[config.mk]
export PLATFORM = sky130hd
export DESIGN_NAME = refclk_loss_monitor
export DESIGN_NICKNAME = d
export VERILOG_FILES = /design/src/rtl/rlm_pkg.sv /design/src/rtl/rlm_sync_edge.sv /design/src/rtl/rlm_period_meter.sv /design/src/rtl/rlm_status.sv /design/src/rtl/refclk_loss_monitor.sv
export SDC_FILE = /design/constraint.sdc
export NUM_CORES = 1
export LEC_CHECK = 0
export BUFFER_PORTS_ARGS = -buffer_cell sky130_fd_sc_hd__buf_2
export CAP_MARGIN = 20
export CORE_MARGIN = 4
export CORE_UTILIZATION = 50
export CTS_BUF_LIST = sky130_fd_sc_hd__clkbuf_2 sky130_fd_sc_hd__clkbuf_4 sky130_fd_sc_hd__clkbuf_8
export CTS_CLUSTER_SIZE = 8
export DETAILED_ROUTE_END_ITERATION = 7
export GPL_TIMING_DRIVEN = 1
export PLACE_DENSITY = 0.77
export SYNTH_ARGS = -nofsm -noshare
export SYNTH_HDL_FRONTEND = slang
export SYNTH_SLANG_ARGS = --single-unit
export TNS_END_PERCENT = 1
[constraint.sdc]
create_clock -name clk_i -period 5 [get_ports clk_i]
set_clock_uncertainty 0.1 [all_clocks]
set_input_delay 0.5 -clock clk_i [delete_from_list [all_inputs] [get_ports clk_i]]
set_output_delay 0.5 -clock clk_i [all_outputs]
set_load 0.01 [all_outputs]
[src/rtl/rlm_pkg.sv]
package rlm_pkg;

   localparam longint unsigned PPM = 64'd1_000_000;

   function automatic longint unsigned nom_cnt(longint unsigned ref_hz, longint unsigned rate_mhz);
      return (ref_hz * 64'd1000 + rate_mhz / 2) / rate_mhz;
   endfunction

   function automatic longint unsigned tol_cnt(longint unsigned ref_hz, longint unsigned rate_mhz,
                                               longint unsigned tol_ppm);
      return nom_cnt(ref_hz, rate_mhz) * tol_ppm / PPM;
   endfunction

   function automatic longint unsigned lo_cnt(longint unsigned ref_hz, longint unsigned rate_mhz,
                                              longint unsigned tol_ppm);
      return nom_cnt(ref_hz, rate_mhz) - tol_cnt(ref_hz, rate_mhz, tol_ppm);
   endfunction

   function automatic longint unsigned hi_cnt(longint unsigned ref_hz, longint unsigned rate_mhz,
                                              longint unsigned tol_ppm);
      return nom_cnt(ref_hz, rate_mhz) + tol_cnt(ref_hz, rate_mhz, tol_ppm);
   endfunction

   function automatic longint unsigned max4(longint unsigned a, longint unsigned b,
                                            longint unsigned c, longint unsigned d);
      longint unsigned m;
      m = a;
      if (b > m) m = b;
      if (c > m) m = c;
      if (d > m) m = d;
      return m;
   endfunction

endpackage

[src/rtl/rlm_sync_edge.sv]
module rlm_sync_edge #(
   parameter int unsigned STAGES = 2
) (
   input  logic clk_i,
   input  logic rst_ni,
   input  logic async_i,
   output logic rise_o
);
   logic [STAGES-1:0] stage_q;
   logic              last_q;

   if (STAGES < 2) begin : g_bad_stages
      $error("rlm_sync_edge: STAGES must be at least 2");
   end

   for (genvar g = 0; g < STAGES; g++) begin : g_stage
      if (g == 0) begin : g_first
         always_ff @(posedge clk_i or negedge rst_ni) begin
            if (!rst_ni) stage_q[0] <= 1'b0;
            else         stage_q[0] <= async_i;
         end
      end else begin : g_next
         always_ff @(posedge clk_i or negedge rst_ni) begin
            if (!rst_ni) stage_q[g] <= 1'b0;
            else         stage_q[g] <= stage_q[g-1];
         end
      end
   end

   always_ff @(posedge clk_i or negedge rst_ni) begin
      if (!rst_ni) last_q <= 1'b0;
      else         last_q <= stage_q[STAGES-1];
   end

   assign rise_o = stage_q[STAGES-1] & ~last_q;

endmodule

[src/rtl/rlm_period_meter.sv]
module rlm_period_meter
   import rlm_pkg::*;
#(
   parameter longint unsigned REF_HZ      = 64'd32_768_000,
   parameter longint unsigned RATE_MHZ [4] = '{64'd1000, 64'd50_000, 64'd60_000, 64'd32_768_000},
   parameter longint unsigned TOL_PPM     = 64'd8000,
   parameter int unsigned     CNT_W       = 26
) (
   input  logic       clk_i,
   input  logic       rst_ni,
   input  logic       rise_i,
   input  logic       en_i,
   input  logic       restart_i,
   input  logic [1:0] sel_i,
   output logic       done_o,
   output logic       in_tol_o,
   output logic       overdue_o
);
   localparam int unsigned NSEL = 4;

   logic [CNT_W-1:0] lo_tab [NSEL];
   logic [CNT_W-1:0] hi_tab [NSEL];
   logic [CNT_W-1:0] cnt_q, meas, lo_sel, hi_sel;
   logic             armed_q, live;

   for (genvar g = 0; g < NSEL; g++) begin : g_bounds
      localparam longint unsigned LO = lo_cnt(REF_HZ, RATE_MHZ[g], TOL_PPM);
      localparam longint unsigned HI = hi_cnt(REF_HZ, RATE_MHZ[g], TOL_PPM);
      if (LO < 2) begin : g_bad_lo
         $error("rlm_period_meter: reference too slow for rate %0d", g);
      end
      if (HI + 1 >= (64'd1 << CNT_W)) begin : g_bad_w
         $error("rlm_period_meter: CNT_W too small for rate %0d", g);
      end
      assign lo_tab[g] = CNT_W'(LO);
      assign hi_tab[g] = CNT_W'(HI);
   end

   assign lo_sel = lo_tab[sel_i];
   assign hi_sel = hi_tab[sel_i];
   assign live   = en_i & ~restart_i;

   always_ff @(posedge clk_i or negedge rst_ni) begin
      if (!rst_ni) begin
         cnt_q   <= '0;
         armed_q <= 1'b0;
      end else if (!live) begin
         cnt_q   <= '0;
         armed_q <= 1'b0;
      end else if (rise_i) begin
         cnt_q   <= '0;
         armed_q <= 1'b1;
      end else if (cnt_q != '1) begin
         cnt_q   <= cnt_q + 1'b1;
      end
   end

   assign meas      = cnt_q + 1'b1;
   assign done_o    = live & rise_i & armed_q;
   assign in_tol_o  = (meas >= lo_sel) && (meas <= hi_sel);
   assign overdue_o = live & ~rise_i & (cnt_q >= hi_sel);

endmodule

[src/rtl/rlm_status.sv]
module rlm_status (
   input  logic       clk_i,
   input  logic       rst_ni,
   input  logic       en_i,
   input  logic [1:0] sel_i,
   input  logic       clr_i,
   input  logic       done_i,
   input  logic       in_tol_i,
   input  logic       overdue_i,
   output logic       en_q_o,
   output logic [1:0] sel_q_o,
   output logic       restart_o,
   output logic       los_o,
   output logic       ok_o
);
   logic       en_q, stopped_q, good_q, dev_q, inhib_q;
   logic [1:0] sel_q;

   assign restart_o = (en_i != en_q) || (sel_i != sel_q);

   always_ff @(posedge clk_i or negedge rst_ni) begin
      if (!rst_ni) begin
         en_q      <= 1'b0;
         sel_q     <= 2'd0;
         stopped_q <= 1'b0;
         good_q    <= 1'b0;
         dev_q     <= 1'b0;
         inhib_q   <= 1'b0;
      end else if (restart_o) begin
         en_q      <= en_i;
         sel_q     <= sel_i;
         stopped_q <= 1'b0;
         good_q    <= 1'b0;
         dev_q     <= 1'b0;
         inhib_q   <= 1'b0;
      end else if (en_q) begin
         if (done_i) begin
            if (in_tol_i) begin
               good_q    <= 1'b1;
               dev_q     <= 1'b0;
               stopped_q <= 1'b0;
            end else begin
               good_q    <= 1'b0;
               dev_q     <= 1'b1;
            end
         end else if (overdue_i) begin
            stopped_q <= 1'b1;
            good_q    <= 1'b0;
         end
         if (clr_i && dev_q) inhib_q <= 1'b1;
      end
   end

   assign en_q_o  = en_q;
   assign sel_q_o = sel_q;
   assign los_o   = ~en_q | stopped_q | (dev_q & ~inhib_q);
   assign ok_o    = en_q & good_q & ~stopped_q;

   a_r3_timeout_stops: assert property (@(posedge clk_i) disable iff (!rst_ni)
      overdue_i |=> stopped_q);
   a_r4_bad_period_drops_ok: assert property (@(posedge clk_i) disable iff (!rst_ni)
      (done_i && !in_tol_i) |=> !ok_o);
   a_r1_ok_after_accepted: assert property (@(posedge clk_i) disable iff (!rst_ni)
      $rose(ok_o) |-> $past(done_i && in_tol_i));
   a_r5_mask_needs_clear: assert property (@(posedge clk_i) disable iff (!rst_ni)
      $rose(inhib_q) |-> $past(clr_i));
   a_r6_restart_unmasks: assert property (@(posedge clk_i) disable iff (!rst_ni)
      restart_o |=> !inhib_q);
   a_r7_restart_clears_ok: assert property (@(posedge clk_i) disable iff (!rst_ni)
      restart_o |=> !ok_o);

endmodule

[src/rtl/refclk_loss_monitor.sv]
module refclk_loss_monitor
   import rlm_pkg::*;
#(
   parameter longint unsigned REF_HZ       = 64'd32_768_000,
   parameter longint unsigned RATE_MHZ [4] = '{64'd1000, 64'd50_000, 64'd60_000, 64'd32_768_000},
   parameter longint unsigned TOL_PPM      = 64'd8000,
   parameter int unsigned     SYNC_STAGES  = 2
) (
   input  logic       clk_i,
   input  logic       rst_ni,
   input  logic       ext_clk_i,
   input  logic       ext_en_i,
   input  logic [1:0] rate_sel_i,
   input  logic       flag_clr_i,
   output logic       los_req_o,
   output logic       ext_ok_o
);
   localparam longint unsigned MAX_HI = max4(hi_cnt(REF_HZ, RATE_MHZ[0], TOL_PPM),
                                             hi_cnt(REF_HZ, RATE_MHZ[1], TOL_PPM),
                                             hi_cnt(REF_HZ, RATE_MHZ[2], TOL_PPM),
                                             hi_cnt(REF_HZ, RATE_MHZ[3], TOL_PPM));
   localparam int unsigned CNT_W = $clog2(MAX_HI + 2);

   if (TOL_PPM >= PPM) begin : g_bad_tol
      $error("refclk_loss_monitor: TOL_PPM out of range");
   end

   logic       rise, done, in_tol, overdue, restart, en_q;
   logic [1:0] sel_q;

   rlm_sync_edge #(.STAGES(SYNC_STAGES)) u_sync (
      .clk_i(clk_i), .rst_ni(rst_ni), .async_i(ext_clk_i), .rise_o(rise));

   rlm_period_meter #(
      .REF_HZ(REF_HZ), .RATE_MHZ(RATE_MHZ), .TOL_PPM(TOL_PPM), .CNT_W(CNT_W)
   ) u_meter (
      .clk_i(clk_i), .rst_ni(rst_ni), .rise_i(rise), .en_i(en_q),
      .restart_i(restart), .sel_i(sel_q),
      .done_o(done), .in_tol_o(in_tol), .overdue_o(overdue));

   rlm_status u_status (
      .clk_i(clk_i), .rst_ni(rst_ni), .en_i(ext_en_i), .sel_i(rate_sel_i),
      .clr_i(flag_clr_i), .done_i(done), .in_tol_i(in_tol), .overdue_i(overdue),
      .en_q_o(en_q), .sel_q_o(sel_q), .restart_o(restart),
      .los_o(los_req_o), .ok_o(ext_ok_o));

   a_r2_disabled_requests_loss: assert property (@(posedge clk_i) disable iff (!rst_ni)
      !ext_en_i |=> los_req_o);
   a_r8_ok_implies_no_loss: assert property (@(posedge clk_i) disable iff (!rst_ni)
      ext_ok_o |-> !los_req_o);

endmodule

==> impl_results.md <==
* Critical path class: reg -> reg
* Peak supply drop at 150 µV
* Nature of the critical path startpoint: flop
* H-tree depth at 2
* Clock Sink Count at 36
* Clock Latency Late Sink at 0.31 ns
* Mapped cell area at 0.00324 mm²
* Path depth of the worst reg2reg path at 12
* Fillers at 596
* Inst Count DP at 435
* Post-Syn Instances at 360
* Max cap viols at 0
* Via density at 6.17
* Core Rows at 29
* RSZ-0062 raised after global routing: false
* Final cell count without fillers at 443
* Final WL at 7.56 mm
* Cts repair resizes at 0
* Initial antenna violation count at 0
* Mapped Nets at 426
* Io pins at 9
* Mean Syn Cell Area at 8.99 µm²
* CTS tree: done
* Measured slew at the worst slew-check pin at 0.818 ns
* Multi-input logic area at 0.00217 mm²
* FF+latch count, synth at 36
* Vias in the first global route at 2739
* Ant diodes at 0
* Met3 routed WL at 260 µm
* Period utilisation layout at 0.881
* Leak at 1.73 nW
* Top layer reached by signal wires: met4
* Clk root buf: clkbuf_8
* Total Routing Usage GR at 0.211
* Post-synthesis sequential area ratio at 0.278
* Core Box Area at 0.00631 mm²
* CTS buffer count at 5
* Post-synth cell types at 58
* Sequential cell area at 901 µm²
* Max FO, Critical Path at 8
* Grt ovf at 0
* PwrDens at 185 mW/mm²
* Hold Buf Count CTS at 0
* Pre-CTS WS at 0.684 ns
* GPL Wtd Cong at 0.934
* Final net count at 431
* Post-route ant nets at 0
* Primary FF master, synth: dfrtp_1
* Max_slew headroom at 0.455
* Flop-to-flop setup slack at 0.60 ns
* Die Area at 0.00783 mm²
* Fmax at 227 MHz
* Layout cells sized above 1 at 0.0847
* Post-route minimum period at 4.40 ns
* Placed cell areas at 0.00333 mm²
* Worst EP arrival at 4.48 ns
* Fin worst setup slack at 0.595 ns
* Async set-reset flop share out of synthesis at 1.00
* Post-CTS setup buffer count at 0
* Drt first pass iters at 4
* Worst r2r dst: u_status.dev_q
* Hold Vio Cnt, Final at 0
* Synth warn at 0
* Post-synth EDFFs at 0
* Worst min path class: in -> async
* Met2 Wirelength at 3.61 mm
* Global-route wire length before repair at 12.9 mm
* Final setup viols at 0
* Status: finished, final reports clean
* Via count at 2734
* Met1 WL at 3.58 mm
* Initial core utilization at 0.513
* Setup tns final at 0 ns
* Reg clk slew, reported paths at 0.08 ns
* Finished Cell Area at 0.00345 mm²
* Final-report max-slew violation count at 0
* Die extent in x at 88.5 µm
* Fin util at 0.546
* Port-buffer cells at 8
* Die Y at 88.5 µm
* Worst r2r src: u_meter.cnt_q[0]
* 1st-iter DRT viols at 102
* Post-DP HPWL at 5.87 mm
* Layout overhead on the synthesized area at 6.41%
* Critical Path Sink Type: flop
* Required @ worst endpoint at 5.08 ns
* Largest net degree at the start of global routing at 37
* Max clock buf depth at 2
* DRC Markers at 0
* Wire per inst at 17.1 µm
-- placed cells by master (no fill, tap or decap), drive strengths merged, types with 2 or more instances in the layout --
cell type,Yosys,layout
and4,2,2
nor3,8,8
buf,3,9
nand3,13,13
nor4,6,6
o31ai,3,3
o21ai,11,11
or4,3,3
nand4,12,12
and3,9,9
or3,2,2
dfrtp,36,36
a21oi,36,36
a211oi,3,3
a2111oi,2,2
nor3b,2,2
o311ai,2,2
inv,33,33
a211o,4,4
o211ai,6,6
xnor2,13,13
xor2,12,12
clkbuf,8,5
nor2b,4,4
ha,59,59
nand2,17,17
nor2,23,23
a21o,2,2
a31oi,6,6
nand2b,2,2
-- critical path, stage by stage, from the launching register on --
cell and delay (ns):
dfrtp_1 0.52, ha_1 0.26, nand3_1 0.27, or4_4 0.55, nor3_1 0.29, and3_1 0.37
xor2_1 0.12, ha_1 0.31, nand4_1 0.21, or4_4 0.55, or4_1 0.52, o31ai_1 0.09
a21oi_1 0.10
-- through the flow --
step | hold WS (ns) | power [mW]
2_1_floorplan | 0.104 | 0.351
3_3_place_gp | 0.248 | 0.373
3_5_place_dp | 0.247 | 0.376
4_1_cts | 0.215 | 0.638
5_1_grt | 0.199 | 0.665
6_report | 0.183 | 0.636
-- cell families (layout without fill, tap and decap cells) --
logic type | after synthesis | after routing | share of synthesized area
AOI/OAI and AO/OA | 85 | 85 | 0.170
xor gates and xnor gates | 25 | 25 | 0.0676
adders and majority gates | 59 | 59 | 0.228
buffers and inverters | 44 | 50 | 0.0529
DFF | 36 | 36 | 0.278
and+or+nand+nor | 111 | 111 | 0.203
-- final cells by class --
class | instances | share of cell area
Multi-Input combinational cell | 280 | 0.629
Sequential cell | 36 | 0.261
Inverter | 33 | 0.0359
Tap cell | 77 | 0.0280
Clock buffer | 5 | 0.0200
Timing Repair Buffer | 9 | 0.0138
Clock inverter | 3 | 0.0123
-- cell usage after synthesis, drive strengths merged (2+ instances only) --
cell / instances / area, µm²
nor3b: 2 / 20.0
a31oi: 6 / 37.5
a211oi: 3 / 22.5
a21o: 2 / 15.0
o311ai: 2 / 17.5
buf: 3 / 17.5
nor4: 6 / 43.8
xnor2: 13 / 114
and4: 2 / 17.5
a211o: 4 / 35.0
nor2: 23 / 86.3
o21ai: 11 / 66.3
ha: 59 / 738
inv: 33 / 124
dfrtp: 36 / 901
or4: 3 / 30.0
nor3: 8 / 40.0
nand2b: 2 / 12.5
xor2: 12 / 105
and3: 9 / 56.3
nand4: 12 / 96.3
nand2: 17 / 63.8
nand3: 13 / 82.6
a2111oi: 2 / 23.8
o31ai: 3 / 22.5
or3: 2 / 12.5
nor2b: 4 / 25.0
clkbuf: 8 / 30.0
a21oi: 36 / 180
o211ai: 6 / 45.0
-- sequential cells by signal, summed over array words and instances, names as in the netlist --
name                cells
u_meter.armed_q         1
u_sync.last_q           1
u_status.sel_q_o        2
u_sync.stage_q          2
u_status.stopped_q      1
u_status.en_q_o         1
u_status.good_q         1
u_status.dev_q          1
u_meter.cnt_q          25
u_status.inhib_q        1
-- power by group --
part           total, mW  switching (mW)  internal, mW
logic             0.0736          0.0478        0.0257
registers          0.297         0.00314         0.294
clock network      0.266           0.118         0.148
-- routing by layer --
metal | global-route usage | vias up
met3 | 0.0540 | 12
met5 | 0 | -
met2 | 0.356 | 46
met4 | 0.0440 | 0
li1 | - | 1329
met1 | 0.274 | 1347
-- worst max path at each step --
stage               depth (start not counted)             start              to
finish                                     12  u_meter.cnt_q[0]  u_status.dev_q
global route                               12  u_meter.cnt_q[0]  u_status.dev_q
CTS                                        12  u_meter.cnt_q[0]  u_status.dev_q
detailed placement                         12  u_meter.cnt_q[0]  u_status.dev_q
global placement                           12  u_meter.cnt_q[0]  u_status.dev_q
floorplan                                  13  u_meter.cnt_q[1]  u_status.dev_q
Power figures use the tool's default switching activity.
